==> config.mk <==
export PLATFORM = sky130hd
export DESIGN_NAME = i2c_cmd_slave
export DESIGN_NICKNAME = d
export VERILOG_FILES = /design/src/rtl/i2c_cmd_pkg.sv /design/src/rtl/i2c_line_sync.sv /design/src/rtl/i2c_guard.sv /design/src/rtl/i2c_cmd_table.sv /design/src/rtl/i2c_cmd_slave.sv
export SDC_FILE = /design/constraint.sdc
export NUM_CORES = 1
export LEC_CHECK = 0
export BUFFER_PORTS_ARGS = -buffer_cell sky130_fd_sc_hd__buf_2
export CORE_UTILIZATION = 51
export CTS_BUF_LIST = sky130_fd_sc_hd__clkbuf_4 sky130_fd_sc_hd__clkbuf_8 sky130_fd_sc_hd__clkbuf_16
export CTS_CLUSTER_DIAMETER = 120
export DETAILED_ROUTE_END_ITERATION = 6
export PLACE_DENSITY = 0.67
export RECOVER_POWER = 100
export SYNTH_ARGS = -nofsm -noshare
export SYNTH_HDL_FRONTEND = slang
export SYNTH_HIERARCHICAL = 1
export SYNTH_SLANG_ARGS = --single-unit
export TNS_END_PERCENT = 30
==> constraint.sdc <==
create_clock -name clk -period 4.6 [get_ports clk]
set_input_delay 1.38 -clock clk [delete_from_list [all_inputs] [get_ports clk]]
set_output_delay 1.38 -clock clk [all_outputs]
set_load 0.03 [all_outputs]
==> src/rtl/i2c_cmd_pkg.sv <==
package i2c_cmd_pkg;
  typedef enum logic [2:0] {
    ST_IDLE, ST_ADDR, ST_ADDR_ACK, ST_WR_BYTE,
    ST_WR_ACK, ST_RD_BYTE, ST_RD_ACK, ST_IGNORE
  } bus_state_t;

  localparam logic [15:0] NO_ALERT_WORD = 16'h8103;
  localparam logic [15:0] UNMAPPED_WORD = 16'hFFFF;
endpackage

==> src/rtl/i2c_line_sync.sv <==
module i2c_line_sync #(
  parameter int SYNC_STAGES = 2
) (
  input  logic clk,
  input  logic rst,
  input  logic scl_i,
  input  logic sda_i,
  output logic scl_s,
  output logic sda_s,
  output logic scl_rise,
  output logic scl_fall,
  output logic start_det,
  output logic stop_det
);
  localparam int MSB = SYNC_STAGES - 1;

  logic [MSB:0] scl_pipe, sda_pipe;
  logic scl_q, sda_q;

  always_ff @(posedge clk) begin
    if (rst) begin
      scl_pipe <= '1;
      sda_pipe <= '1;
      scl_q    <= 1'b1;
      sda_q    <= 1'b1;
    end else begin
      scl_pipe <= {scl_pipe[MSB-1:0], scl_i};
      sda_pipe <= {sda_pipe[MSB-1:0], sda_i};
      scl_q    <= scl_pipe[MSB];
      sda_q    <= sda_pipe[MSB];
    end
  end

  assign scl_s     = scl_pipe[MSB];
  assign sda_s     = sda_pipe[MSB];
  assign scl_rise  = scl_s & ~scl_q;
  assign scl_fall  = ~scl_s & scl_q;
  assign start_det = scl_s & scl_q & sda_q & ~sda_s;
  assign stop_det  = scl_s & scl_q & ~sda_q & sda_s;
endmodule

==> src/rtl/i2c_guard.sv <==
module i2c_guard #(
  parameter int TIMEOUT_CYC = 2_000_000,
  parameter int SETTLE_CYC  = 10_000,
  localparam int WDW = $clog2(TIMEOUT_CYC + 1),
  localparam int SW  = $clog2(SETTLE_CYC + 1)
) (
  input  logic           clk,
  input  logic           rst,
  input  logic           ext_rst_n,
  input  logic           busy,
  input  logic           scl_s,
  output logic           wipe,
  output logic           hold,
  output logic [WDW-1:0] wd_cnt
);
  logic          expire_q;
  logic [SW-1:0] settle_cnt;

  assign wipe = rst | ~ext_rst_n | expire_q;
  assign hold = (settle_cnt != '0);

  always_ff @(posedge clk) begin
    if (wipe) begin
      settle_cnt <= SW'(SETTLE_CYC);
      wd_cnt     <= '0;
      expire_q   <= 1'b0;
    end else begin
      if (hold) settle_cnt <= settle_cnt - 1'b1;
      if (busy && !scl_s) begin
        if (wd_cnt == WDW'(TIMEOUT_CYC - 1)) begin
          wd_cnt   <= '0;
          expire_q <= 1'b1;
        end else begin
          wd_cnt <= wd_cnt + 1'b1;
        end
      end else begin
        wd_cnt <= '0;
      end
    end
  end
endmodule

==> src/rtl/i2c_cmd_table.sv <==
module i2c_cmd_table
  import i2c_cmd_pkg::*;
#(
  parameter int          NREG      = 4,
  parameter logic [7:0]  FW_CMD    = 8'h09,
  parameter logic [7:0]  ALERT_CMD = 8'h0A,
  parameter logic [15:0] FW_WORD   = 16'h0100,
  localparam int AW = $clog2(NREG)
) (
  input  logic        clk,
  input  logic        wipe,
  input  logic        we,
  input  logic [7:0]  waddr,
  input  logic [7:0]  wdata,
  input  logic [7:0]  ptr,
  input  logic        alert_i,
  input  logic [7:0]  alert_src_i,
  output logic [15:0] rd_data
);
  logic [7:0] regs [NREG];

  always_ff @(posedge clk) begin
    if (wipe) begin
      for (int i = 0; i < NREG; i++) regs[i] <= '0;
    end else if (we && waddr < 8'(NREG)) begin
      regs[waddr[AW-1:0]] <= wdata;
    end
  end

  always_comb begin
    rd_data = UNMAPPED_WORD;
    if (ptr == FW_CMD)          rd_data = FW_WORD;
    else if (ptr == ALERT_CMD)  rd_data = alert_i ? {8'h00, alert_src_i} : NO_ALERT_WORD;
    else if (ptr < 8'(NREG))    rd_data = {8'h00, regs[ptr[AW-1:0]]};
  end
endmodule

==> src/rtl/i2c_cmd_slave.sv <==
module i2c_cmd_slave
  import i2c_cmd_pkg::*;
#(
  parameter logic [6:0]  DEV_ADDR    = 7'h2C,
  parameter int          NREG        = 4,
  parameter logic [7:0]  FW_CMD      = 8'h09,
  parameter logic [7:0]  ALERT_CMD   = 8'h0A,
  parameter logic [15:0] FW_WORD     = 16'h0100,
  parameter int          TIMEOUT_CYC = 2_000_000,
  parameter int          SETTLE_CYC  = 10_000
) (
  input  logic       clk,
  input  logic       rst,
  input  logic       ext_rst_n,
  input  logic       scl_i,
  input  logic       sda_i,
  output logic       sda_oe_o,
  input  logic       alert_i,
  input  logic [7:0] alert_src_i
);
  localparam int WDW = $clog2(TIMEOUT_CYC + 1);

  logic scl_s, sda_s, scl_rise, scl_fall, start_det, stop_det;
  logic wipe, hold, busy;
  logic [WDW-1:0] wd_cnt;

  bus_state_t  state;
  logic [3:0]  bit_cnt;
  logic [7:0]  shreg, txsh, ptr, wdata;
  logic [15:0] rd_word, word;
  logic [1:0]  byte_idx;
  logic        rw, hi_sel, mack, we;

  i2c_line_sync #(.SYNC_STAGES(2)) u_sync (
    .clk(clk), .rst(rst), .scl_i(scl_i), .sda_i(sda_i),
    .scl_s(scl_s), .sda_s(sda_s), .scl_rise(scl_rise), .scl_fall(scl_fall),
    .start_det(start_det), .stop_det(stop_det)
  );

  i2c_guard #(.TIMEOUT_CYC(TIMEOUT_CYC), .SETTLE_CYC(SETTLE_CYC)) u_guard (
    .clk(clk), .rst(rst), .ext_rst_n(ext_rst_n), .busy(busy), .scl_s(scl_s),
    .wipe(wipe), .hold(hold), .wd_cnt(wd_cnt)
  );

  i2c_cmd_table #(
    .NREG(NREG), .FW_CMD(FW_CMD), .ALERT_CMD(ALERT_CMD), .FW_WORD(FW_WORD)
  ) u_table (
    .clk(clk), .wipe(wipe), .we(we), .waddr(ptr), .wdata(wdata), .ptr(ptr),
    .alert_i(alert_i), .alert_src_i(alert_src_i), .rd_data(word)
  );

  assign busy = (state != ST_IDLE);

  always_ff @(posedge clk) begin
    if (wipe) begin
      state    <= ST_IDLE;
      bit_cnt  <= '0;
      shreg    <= '0;
      txsh     <= '0;
      ptr      <= '0;
      wdata    <= '0;
      rd_word  <= '0;
      byte_idx <= '0;
      rw       <= 1'b0;
      hi_sel   <= 1'b0;
      mack     <= 1'b0;
      we       <= 1'b0;
      sda_oe_o <= 1'b0;
    end else begin
      we <= 1'b0;
      if (hold) begin
        state    <= ST_IDLE;
        sda_oe_o <= 1'b0;
      end else if (start_det) begin
        state    <= ST_ADDR;
        bit_cnt  <= '0;
        byte_idx <= '0;
        sda_oe_o <= 1'b0;
      end else if (stop_det) begin
        state    <= ST_IDLE;
        sda_oe_o <= 1'b0;
      end else begin
        case (state)
          ST_ADDR, ST_WR_BYTE: begin
            if (scl_rise && bit_cnt < 4'd8) begin
              shreg   <= {shreg[6:0], sda_s};
              bit_cnt <= bit_cnt + 1'b1;
            end else if (scl_fall && bit_cnt == 4'd8) begin
              bit_cnt <= '0;
              if (state == ST_ADDR) begin
                if (shreg[7:1] == DEV_ADDR) begin
                  rw       <= shreg[0];
                  state    <= ST_ADDR_ACK;
                  sda_oe_o <= 1'b1;
                end else begin
                  state <= ST_IGNORE;
                end
              end else if (byte_idx == 2'd0) begin
                ptr      <= shreg;
                byte_idx <= 2'd1;
                state    <= ST_WR_ACK;
                sda_oe_o <= 1'b1;
              end else if (byte_idx == 2'd1) begin
                we       <= 1'b1;
                wdata    <= shreg;
                byte_idx <= 2'd2;
                state    <= ST_WR_ACK;
                sda_oe_o <= 1'b1;
              end else begin
                state <= ST_IGNORE;
              end
            end
          end
          ST_ADDR_ACK: begin
            if (scl_fall) begin
              bit_cnt <= '0;
              if (rw) begin
                state    <= ST_RD_BYTE;
                rd_word  <= word;
                txsh     <= word[7:0];
                sda_oe_o <= ~word[7];
                hi_sel   <= 1'b1;
              end else begin
                state    <= ST_WR_BYTE;
                sda_oe_o <= 1'b0;
              end
            end
          end
          ST_WR_ACK: begin
            if (scl_fall) begin
              state    <= ST_WR_BYTE;
              sda_oe_o <= 1'b0;
            end
          end
          ST_RD_BYTE: begin
            if (scl_fall) begin
              if (bit_cnt == 4'd7) begin
                sda_oe_o <= 1'b0;
                state    <= ST_RD_ACK;
              end else begin
                txsh     <= {txsh[6:0], 1'b0};
                sda_oe_o <= ~txsh[6];
                bit_cnt  <= bit_cnt + 1'b1;
              end
            end
          end
          ST_RD_ACK: begin
            if (scl_rise) mack <= ~sda_s;
            if (scl_fall) begin
              bit_cnt <= '0;
              if (mack) begin
                txsh     <= hi_sel ? rd_word[15:8] : rd_word[7:0];
                sda_oe_o <= hi_sel ? ~rd_word[15] : ~rd_word[7];
                hi_sel   <= ~hi_sel;
                state    <= ST_RD_BYTE;
              end else begin
                state <= ST_IGNORE;
              end
            end
          end
          default: ;
        endcase
      end
    end
  end
endmodule

## After elaboration in Yosys (flattened, before gate mapping)

Memory sizes are Yosys's and may differ from the RTL's. A register that Yosys moved wholly into a read port is not among the register bits.
Index checks and enable logic that the tools add are counted.

- Add/subtract/negate cells: 3
- $lt $le $gt $ge: 2
- Eq/ne operators: 39
- Multiplexer cells: 75
- Bitwise gates (word level): 28
- Reductions and logical operators: 37

Operators with widths:

| cell | count |
|---|---|
| 2-to-1 mux 16 bit | 4 |
| 2-to-1 mux 7 bit | 7 |
| AND reduction 8 bit | 5 |
| inequality test 4 bit (second input constant) | 9 |
| 2-to-1 mux 3 bit | 10 |
| 2-to-1 mux 2 bit | 14 |
| 2-to-1 mux 4 bit | 7 |
| 2-to-1 mux 1 bit | 27 |
| inequality test 2 bit (second input constant) | 13 |
| adder 21 x 1 -> 21 bit (second input constant) | 1 |
| equality test 21 bit (second input constant) | 1 |
| case mux 7 bit (3 select lines) | 1 |
| AND reduction 10 bit | 2 |
| inverter 1 bit | 19 |
| equality test 8 x 4 -> 1 bit (second input constant) | 2 |
| case mux 3 bit (5 select lines) | 1 |
| AND reduction 7 bit | 2 |
| nonzero test 14 bit | 1 |
| subtractor 14 x 1 -> 14 bit (second input constant) | 1 |
| case mux 4 bit (3 select lines) | 1 |
| AND reduction 5 bit | 2 |
| equality test 3 bit (second input constant) | 3 |
| inequality test 3 bit (second input constant) | 3 |
| AND reduction 9 bit | 1 |
| 30 further kinds | 47 |

- Flip-flop bits (word level): 103
- Memory bits (writable): 32
- Output and inout port bits: 1
- Word-level logic and storage cells: 206
- Memories: 1

Memory list:

| name | depth | bits a word | rd ports | clocked after Yosys merged registers in | write ports | RTL line | source |
|---|---|---|---|---|---|---|---|
| u_table.regs | 4 | 8 | 1 | 1 | 4 | i2c_cmd_table.sv:20 | `logic [7:0] regs [NREG];` |

## Depth between registers and ports, before layout

Gate-level depths: netlist (run 1).

- Depth in word-level cells: 9
- Gate-level depth with buffers: 10
- Mapped depth without buffers: 9

## By module

The synthesis (run 1) kept the hierarchy.

Modules (own cells, without submodules):

| module | instances | cells an instance | area each (µm²) | seq. area each (µm²) |
|---|---|---|---|---|
| i2c_cmd_slave | 1 | 332 | 2,937.8 | 1,221.2 |
| i2c_cmd_table | 1 | 154 | 1,736.7 | 960.9 |
| i2c_guard | 1 | 200 | 1,714.1 | 720.7 |
| i2c_line_sync | 1 | 16 | 190.2 | 120.1 |

## Least setup slack after synthesis (run 1)

Ideal clock, no wire load.

- Path kind: input -> register
- From: in ext_rst_n
- To: reg bit_cnt[1]
- Data arrival time: 2.913 ns
- Path slack: 1.591 ns
- Stages on the path: 6
- Path buffers: 1
- Cell sequence: nor3b_1 -> inv_1 -> buf_6 -> o31ai_1 -> nand4_1 -> o311ai_1

- Cells in the longest elaborated chain, start to end: 3

Ends and longest elaborated chain:

| element | RTL line | source |
|---|---|---|
| start, declared | i2c_cmd_slave.sv:14 | `input logic ext_rst_n,` |
| inverter 1 bit | i2c_guard.sv:19 | `assign wipe = rst \| ~ext_rst_n \| expire_q;` |
| bitwise OR 1 bit (2 in a row) | i2c_guard.sv:19 |  |
| via wipe | i2c_cmd_slave.sv:24 | `logic wipe, hold, busy;` |
| end signal, assigned | i2c_cmd_slave.sv:87 | `bit_cnt <= bit_cnt + 1'b1;` |
| end signal, assigned | i2c_cmd_slave.sv:143 | `bit_cnt <= bit_cnt + 1'b1;` |
| end, declared | i2c_cmd_slave.sv:28 | `logic [3:0] bit_cnt;` |

The timed path passes the listed nets, and every way through them passes these cells.
A chain may end at the register's enable or synchronous reset.

==> results of run 1 <==
per-layer routing:
metal	part of all wire	track usage
met4	0.011	0.0762
met2	0.48	0.363
met5	0	0
met1	0.48	0.291
met3	0.036	0.0554
layout make-up:
cell class,instances,area share
clock buffers,17,0.0583
clock inverters,15,0.0262
inverters,25,0.0129
multi-input cells,507,0.447
flip-flops and latches,135,0.414
well taps,172,0.0295
repair buffers,18,0.0123
flip-flops by register name (all words and copies together) (netlist names), 3 cells and up:
| signal | count |
|---|---|
| u_table/regs | 32 |
| bit_cnt | 4 |
| u_guard/wd_cnt | 21 |
| wdata | 8 |
| state | 3 |
| u_guard/settle_cnt | 14 |
| shreg | 8 |
| txsh | 7 |
| rd_word | 16 |
| ptr | 8 |
worst paths after layout:
check                                       startpoint                 end  slack [ns]  cells past startpoint
worst min register to register      u_sync/sda_pipe[0]  u_sync/sda_pipe[1]        0.41                      1
worst max register to register  u_guard/settle_cnt[13]          rd_word[0]        1.18                      7
worst min-delay path                u_sync/sda_pipe[0]  u_sync/sda_pipe[1]        0.41                      1
worst max-delay path                               rst  u_table/regs[1][2]         1.0                      6
cells by family after synthesis:
kind of cell / Yosys count
AO/OA/AOI/OAI: 109
AND/OR/NAND/NOR: 323
adder cells (fa/ha/maj): 5
flip-flops: 135
XOR/XNOR: 11
multiplexers: 59
buffers and inverters: 60
synthesized netlist by cell type, types with 5 or more instances:
| cell | count | area, µm² |
|---|---|---|
| a21oi_1 | 35 | 175 |
| a221o_1 | 6 | 60.1 |
| a222oi_1 | 6 | 60.1 |
| buf_2 | 15 | 75.1 |
| buf_4 | 6 | 45.0 |
| clkbuf_1 | 11 | 41.3 |
| dfxtp_1 | 103 | 2060 |
| edfxtp_1 | 32 | 961 |
| ha_1 | 5 | 62.6 |
| inv_1 | 24 | 90.1 |
| mux2i_1 | 57 | 571 |
| nand2_1 | 46 | 173 |
| nand2b_1 | 30 | 188 |
| nand3_1 | 12 | 60.1 |
| nand3b_1 | 5 | 37.5 |
| nand4_1 | 9 | 56.3 |
| nor2_1 | 104 | 390 |
| nor2_2 | 7 | 43.8 |
| nor2b_1 | 13 | 81.3 |
| nor3_1 | 15 | 75.1 |
| nor4_1 | 7 | 43.8 |
| o21ai_0 | 17 | 85.1 |
| o22ai_1 | 7 | 43.8 |
| o31ai_1 | 6 | 45.0 |
| or2_1 | 7 | 43.8 |
| or3_1 | 12 | 75.1 |
| or4_1 | 10 | 75.1 |
| xnor2_1 | 9 | 78.8 |
worst max-delay path: stages:
cell	delay (ns)
clkbuf_1	0.17
nor3b_1	0.08
clkbuf_1	0.20
inv_1	0.77
clkbuf_1	0.66
nand2b_1	0.41
report_power, final:
part | switching, µW | total (µW) | internal, µW
Sequential | 9.65 | 1240 | 1230
Combinational | 45.0 | 73.5 | 28.5
Clock | 542 | 1410 | 865
Total | 597 | 2720 | 2120
stage by stage:
| stage | cells | power [µW] | util |
|---|---|---|---|
| finish | 889 | 2720 | 0.578 |
| floorplan | 702 | 1310 | - |
| global route | 889 | 2820 | 0.578 |
| detailed placement | 857 | 1340 | 0.532 |
| global placement | 857 | 1340 | 0.532 |
| CTS | 889 | 2750 | 0.581 |
==> impl_metrics.toml, run 1 <==
[clock_network]
cts-resized-gates = 0
cts.sinks = 135
clockRootBuffer = "clkbuf_16"
cts_tree = "done"
postCtsSetupRepairBufs = 0
cts_buffers = 17
cts.clk_slew.worst_paths_ns = 0.06
cts_hold_buf = 0
clock_path_buffers = 2
clk-insertion-delay-late_ns = 0.42
htree_levels = 4

[timing]
whs_ns = 0.411
fin_ws_ns = 0.995
drv_slew = 0
timing.fmax_ghz = 0.277
final-hold-violation-count = 0
period_minus_slack_ns = 3.60
post-route-period-util = 0.784
relSlewSlack = 0.0678
worst_slew_pin_slew_ns = 1.38
grt_setup_unrepaired = "false"
finalSetupTns_ns = 0
finalSetupViolations = 0
skew_ns = 0.0113

[yosys]
syn_inst = 702
yosysSeqAreaShare = 0.459
synth_cell_types = 79
synth_edf_count = 32
syn_area_per_cell_um2 = 9.37
synthXorXnorAreaFrac = 0.0146
synthSimpleGateAreaFrac = 0.270
synth_top_family_by_area = "simple AND/OR/NAND/NOR gates"
synthAdderAreaFrac = 0.00951
ys.flop_type = "dfxtp_1"
synthesis.area_mm2 = 0.00658
synth_fp_nets = 721
synth_seq_cells = 135
ys_warn_count = 6
synth_mux_area_frac = 0.0936
async_reset_ff_frac = 0
synth-compound-area-share = 0.110

[global_route]
grt_pass1_wl_um = 23100
antenna_found_initial = 0
overflow = 0
track_usage = 0.223
grt_max_degree = 33
grt_pass1_vias = 4714

[run]
maxCapViolCount = 0

[floorplanning]
die_h_um = 116
initial_core_util = 0.521
core_mm2 = 0.0126
die_w_um = 116
rows = 41
ioPinCount = 15
die_area_mm2 = 0.0134

[hold_path]
hold_class = "reg2reg"

[status]
run_status = "complete, no violations"

[route]
ant_nets = 0
first_pass_iters = 5
wire_per_inst_um = 15.7
finalWirelength_um = 13900
num_vias = 5097
drtIter0Drc = 455
drc = 0
avgViaCountPerCell = 5.73

[power_and_ir_drop]
leakage_uw = 0.00257
cellPowerDensity_mw_per_mm2 = 373
irDropWorstVdd_uv = 332

[placement]
place_area_mm2 = 0.00671
gp_congestion = 0.852
hpwl_um = 9720
portBuffers = 14
dp_slack_ns = 1.34

[finish]
syn_to_final_growth_pct = 10.9
layout.cells.most_common_list = "104 x nor2_1, 103 x dfxtp_1, 57 x mux2i_1"
final_cell_area_mm2 = 0.00730
seqCellArea_mm2 = 0.00302
diodes = 0
final_common_cell = "nor2_1"
multiInputGateArea_mm2 = 0.00326
nFillCells = 1117
fin_nets = 723
drive_above_1_share = 0.100

[critical_path]
cp.required_ns = 4.68
cp-end-kind = "flop"
critPathKind = "in2reg"
start_kind = "input pin"
arrival_ns = 3.68
crit_fanout = 32
(Power assumes the default switching activity.)
==> inputs of run 2 (changes only) <==
--- a/config.mk
+++ b/config.mk
@@ -5,6 +5,7 @@
 export SDC_FILE = /design/constraint.sdc
 export NUM_CORES = 1
 export LEC_CHECK = 0
+export ABC_AREA = 1
 export BUFFER_PORTS_ARGS = -buffer_cell sky130_fd_sc_hd__buf_2
 export CORE_UTILIZATION = 51
 export CTS_BUF_LIST = sky130_fd_sc_hd__clkbuf_4 sky130_fd_sc_hd__clkbuf_8 sky130_fd_sc_hd__clkbuf_16
==> constraint.sdc (replaced) <==
create_clock -name clk -period 3.6 [get_ports clk]
set_input_delay 1.08 -clock clk [delete_from_list [all_inputs] [get_ports clk]]
set_output_delay 1.08 -clock clk [all_outputs]
set_load 0.03 [all_outputs]
==> impl_metrics.toml, run 2 <==
[route]
drc = 0
first_pass_iters = 5
wl_met2_um = 7180
highest_layer = "met4"
wire_per_inst_um = 12.7
drtIter0Drc = 451
avgViaCountPerCell = 5.06
wl_met1_um = 7250
finalWirelength_um = 15200
ant_nets = 0
wl_met3_um = 558
num_vias = 6062

[placement]
hpwl_um = 10800
place_area_mm2 = 0.00717
gp_congestion = 0.878
portBuffers = 14

[clock_network]
cts.sinks = 135
postCtsSetupRepairBufs = 0
htree_levels = 4
cts.clk_slew.worst_paths_ns = 0.06
cts_tree = "done"
clock_path_buffers = 2
cts_buffers = 17
clockRootBuffer = "clkbuf_16"
cts_hold_buf = 0
cts-resized-gates = 0
clk-insertion-delay-late_ns = 0.41

[global_route]
grt_pass1_wl_um = 25700
antenna_found_initial = 0
track_usage = 0.225
grt_pass1_vias = 5609
overflow = 0
grt_max_degree = 48

[yosys]
ys.flop_type = "dfxtp_1"
ys_warn_count = 6
synth_fp_nets = 1020
synth.area.top_cells = "dfxtp_1 29%, edfxtp_1 14%, nand2_1 13%"
syn_area_per_cell_um2 = 7.05
synth.most_common_cell = "nand2_1"
ys_top_cells_by_count = "248 x nand2_1, 212 x nor2_1, 103 x dfxtp_1"
synth_cell_types = 44
syn_inst = 1001
synth_area_leader_cell = "dfxtp_1"
synth_edf_count = 32
async_reset_ff_frac = 0
yosysSeqAreaShare = 0.429
synthesis.area_mm2 = 0.00705
yosys.area.top_type_share = 0.292
synth_seq_cells = 135

[critical_path]
max_stage_delay_ns = 1.01
arrival_ns = 2.95
start_kind = "input pin"
path_cells = "clkbuf_1 -> nor2_1 -> nand2_1 -> clkinv_1 -> nand2_1 -> o21ai_0"
cpMaxStageDelayCell = "o21ai_0"
r2r_slack_ns = 0.75
cp-end-kind = "flop"
crit_family = "compound AO/OA/AOI/OAI gates"
cp_common_cell = "nand2_1"
cp.required_ns = 3.63
critPathKind = "in2reg"
critPathBufInv = 2
crit_fanout = 17

[finish]
syn_to_final_growth_pct = 9.17
seqCellArea_mm2 = 0.00302
drive_above_1_share = 0.0891
largest_reg_flops = 32
final_cell_area_mm2 = 0.00770
reg_top3 = "u_table/regs: 32 flops, u_guard/wd_cnt: 21 flops, rd_word: 16 flops"
layout.cells.most_common_list = "251 x nand2_1, 213 x nor2_1, 103 x dfxtp_1"
multiInputGateArea_mm2 = 0.00338
final_common_cell = "nand2_1"
diodes = 0
nFillCells = 1310
regMostFlops = "u_table/regs"
fin_util = 0.577
fin_nets = 1027

[floorplanning]
core_mm2 = 0.0133
ioPinCount = 15
die_area_mm2 = 0.0143
initial_core_util = 0.528
rows = 42
die_w_um = 120
die_h_um = 120

[timing]
finalSetupTns_ns = 0
final-hold-violation-count = 0
worst_slew_pin_slew_ns = 1.12
drv_slew = 0
finalSetupViolations = 0
grt_setup_unrepaired = "false"
post-route-period-util = 0.810
whs_ns = 0.405
timing.fmax_ghz = 0.343
period_minus_slack_ns = 2.92
skew_ns = 0.00464
relSlewSlack = 0.245

[run]
maxCapViolCount = 0

[hold_path]
hold_class = "reg2reg"

[status]
run_status = "complete, no violations"

[power_and_ir_drop]
cellPowerDensity_mw_per_mm2 = 445
irDropWorstVdd_uv = 298
finalPower_uw = 3420
leakage_uw = 0.00297
run 2: final cells by class:
type,instances,share of cell area
multi-input cells,734,0.439
well taps,176,0.0286
inverters,102,0.0504
flip-flops and latches,135,0.393
clock buffers,18,0.0562
repair buffers,18,0.0122
clock inverters,14,0.0206
run 2: worst paths after layout:
check	from	to	depth (start not counted)
setup / recovery	rst	u_table/regs[1][6]	6
hold / removal	u_sync/sda_pipe[0]	u_sync/sda_pipe[1]	1
setup reg to reg	u_guard/settle_cnt[0]	rd_word[6]	13
hold reg to reg	u_sync/sda_pipe[0]	u_sync/sda_pipe[1]	1
run 2: per-stage QoR:
step	cells	worst slack (ns)
final	1197	0.685
after global routing	1197	0.422
after CTS	1197	0.952
after detailed placement	1165	0.502
after global placement	1165	0.587
after floorplan	1001	0.895
run 2: power by group:
group          switching, µW  internal (µW)  leakage, µW
Clock                    645           1090     0.000286
Sequential              11.3           1570      0.00119
Combinational           74.7           34.2      0.00150
Total                    731           2690      0.00297
run 2: cell families after synthesis:
kind of cell / synth area share
AO/OA/AOI/OAI: 0.0820
buffers and inverters: 0.0836
flip-flops: 0.429
AND/OR/NAND/NOR: 0.381
XOR/XNOR: 0.0161
adder cells (fa/ha/maj): 0.00887
run 2: layer usage:
layer	global-route usage	up-vias
met5	0	-
met4	0.0883	0
met3	0.0404	20
met2	0.370	120
met1	0.292	2724
li1	-	3198
==> inputs of run 3 (changes only) <==
==> constraint.sdc (replaced) <==
create_clock -name clk -period 3 [get_ports clk]
set_input_delay 0.9 -clock clk [delete_from_list [all_inputs] [get_ports clk]]
set_output_delay 0.9 -clock clk [all_outputs]
set_load 0.03 [all_outputs]
==> impl_metrics.toml, run 3 (synthesis gave the netlist of run 2 again) <==
[finish]
layout.cells.most_common_list = "250 x nand2_1, 213 x nor2_1, 103 x dfxtp_1"
final_common_cell = "nand2_1"
syn_to_final_growth_pct = 9.17
drive_above_1_share = 0.0938
fin_nets = 1029
reg_top3 = "u_table/regs: 32 flops, u_guard/wd_cnt: 21 flops, rd_word: 16 flops"
diodes = 0
largest_reg_flops = 32
regMostFlops = "u_table/regs"
layout.cells.non_filler = 1199

[placement]
portBuffers = 14
gp_congestion = 0.838
hpwl_um = 10900
dp.cells = 1167
dp_slack_ns = 0.541

[clock_network]
cts_buffers = 17
clockRootBuffer = "clkbuf_16"
clk-insertion-delay-late_ns = 0.42
cts-resized-gates = 0
clock_path_buffers = 2
cts.sinks = 135
cts_tree = "done"
htree_levels = 4
postCtsSetupRepairBufs = 0
cts.clk_slew.worst_paths_ns = 0.05
cts_hold_buf = 0

[timing]
skew_ns = 0.00581
timing.fmax_ghz = 0.383
finalSetupViolations = 0
drv_slew = 0
period_minus_slack_ns = 2.61
fin_ws_ns = 0.386
finalSetupTns_ns = 0
worst_slew_pin_slew_ns = 1.00
relSlewSlack = 0.330
grt_setup_unrepaired = "false"
final-hold-violation-count = 0
post-route-period-util = 0.871

[global_route]
grt_pass1_wl_um = 25800
overflow = 0
antenna_found_initial = 0
track_usage = 0.227
grt_pass1_vias = 5649
grt_max_degree = 49

[status]
run_status = "complete, no violations"

[critical_path]
arrival_ns = 2.88
cpMaxStageDelayCell = "clkbuf_1"
cp.required_ns = 3.27
worstRegToRegCells = 12
crit_fanout = 21
critPathBufInv = 2
r2r_slack_ns = 0.43
r2r_end = "rd_word[6]"
critPathKind = "in2reg"
start_kind = "input pin"
path_cells = "clkbuf_1 -> nor2_1 -> nand2_1 -> clkbuf_1 -> nor3_1 -> nand2_1 -> a21oi_1"
crit_family = "buffers and inverters"
max_stage_delay_ns = 0.76
cp-end-kind = "flop"
reg2reg_from = "u_guard/settle_cnt[0]"

[floorplanning]
rows = 42
ioPinCount = 15
initial_core_util = 0.528
die_h_um = 120
die_area_mm2 = 0.0143
die_w_um = 120
core_mm2 = 0.0133

[route]
avgViaCountPerCell = 5.11
num_vias = 6126
first_pass_iters = 5
drtIter0Drc = 386
drc = 0
wire_per_inst_um = 12.8
ant_nets = 0
finalWirelength_um = 15300

[run]
maxCapViolCount = 0

[hold_path]
hold_class = "reg2reg"
min_path_cells = 1
hold_end = "u_sync/sda_pipe[1]"
min_from = "u_sync/sda_pipe[0]"

[power_and_ir_drop]
irDropWorstVdd_uv = 404
leakage_uw = 0.00298
cellPowerDensity_mw_per_mm2 = 525
[run 3: layout make-up]
| class | instances | area, µm² |
|---|---|---|
| clock buffers | 21 | 462 |
| clock inverters | 11 | 108 |
| fillers | 1377 | 5650 |
| inverters | 102 | 388 |
| multi-input cells | 734 | 3400 |
| flip-flops and latches | 135 | 3020 |
| well taps | 176 | 220 |
| repair buffers | 20 | 103 |
[run 3: worst max path at each step]
stage | cells past startpoint | slack (ns) | to | startpoint
final | 7 | 0.39 | u_guard/wd_cnt[10] | rst
after global routing | 12 | 0.09 | rd_word[2] | u_guard/settle_cnt[0]
after CTS | 12 | 0.53 | rd_word[5] | u_guard/settle_cnt[0]
after detailed placement | 12 | 0.54 | rd_word[4] | u_guard/settle_cnt[0]
after global placement | 12 | 0.60 | rd_word[5] | u_guard/settle_cnt[0]
after floorplan | 6 | 0.47 | u_table/regs[1][0] | rst
[run 3: metal layers]
layer	global-route usage	up-vias	wire, µm
met5	0	-	0
met4	0.100	0	391
met3	0.0442	28	570
met2	0.382	105	7210
met1	0.283	2786	7130
li1	-	3207	-
[run 3: per-stage QoR]
| stage | total power [µW] | cell area, µm² | hold slack [ns] | util |
|---|---|---|---|---|
| floorplan | 2030 | 7050 | 0.383 | - |
| global placement | 2070 | 7190 | 0.388 | 0.538 |
| detailed placement | 2080 | 7190 | 0.387 | 0.538 |
| CTS | 4090 | 7760 | 0.401 | 0.581 |
| global route | 4180 | 7700 | 0.429 | 0.577 |
| finish | 4040 | 7700 | 0.401 | 0.577 |
[run 3: report_power, final]
group          internal (µW)  switching, µW
sequential              1890           13.4
combinational           41.8           93.2
clock                   1260            749
[run 3: worst reg2reg max path: stages (launching register included)]
cell	delay (ns)
dfxtp_1	0.31
inv_1	0.16
ha_1	0.17
inv_1	0.07
nor3_4	0.21
nand2_2	0.18
inv_1	0.11
nand2_1	0.09
inv_1	0.16
nand3_1	0.36
inv_2	0.39
o21ai_0	0.14
a21oi_1	0.16
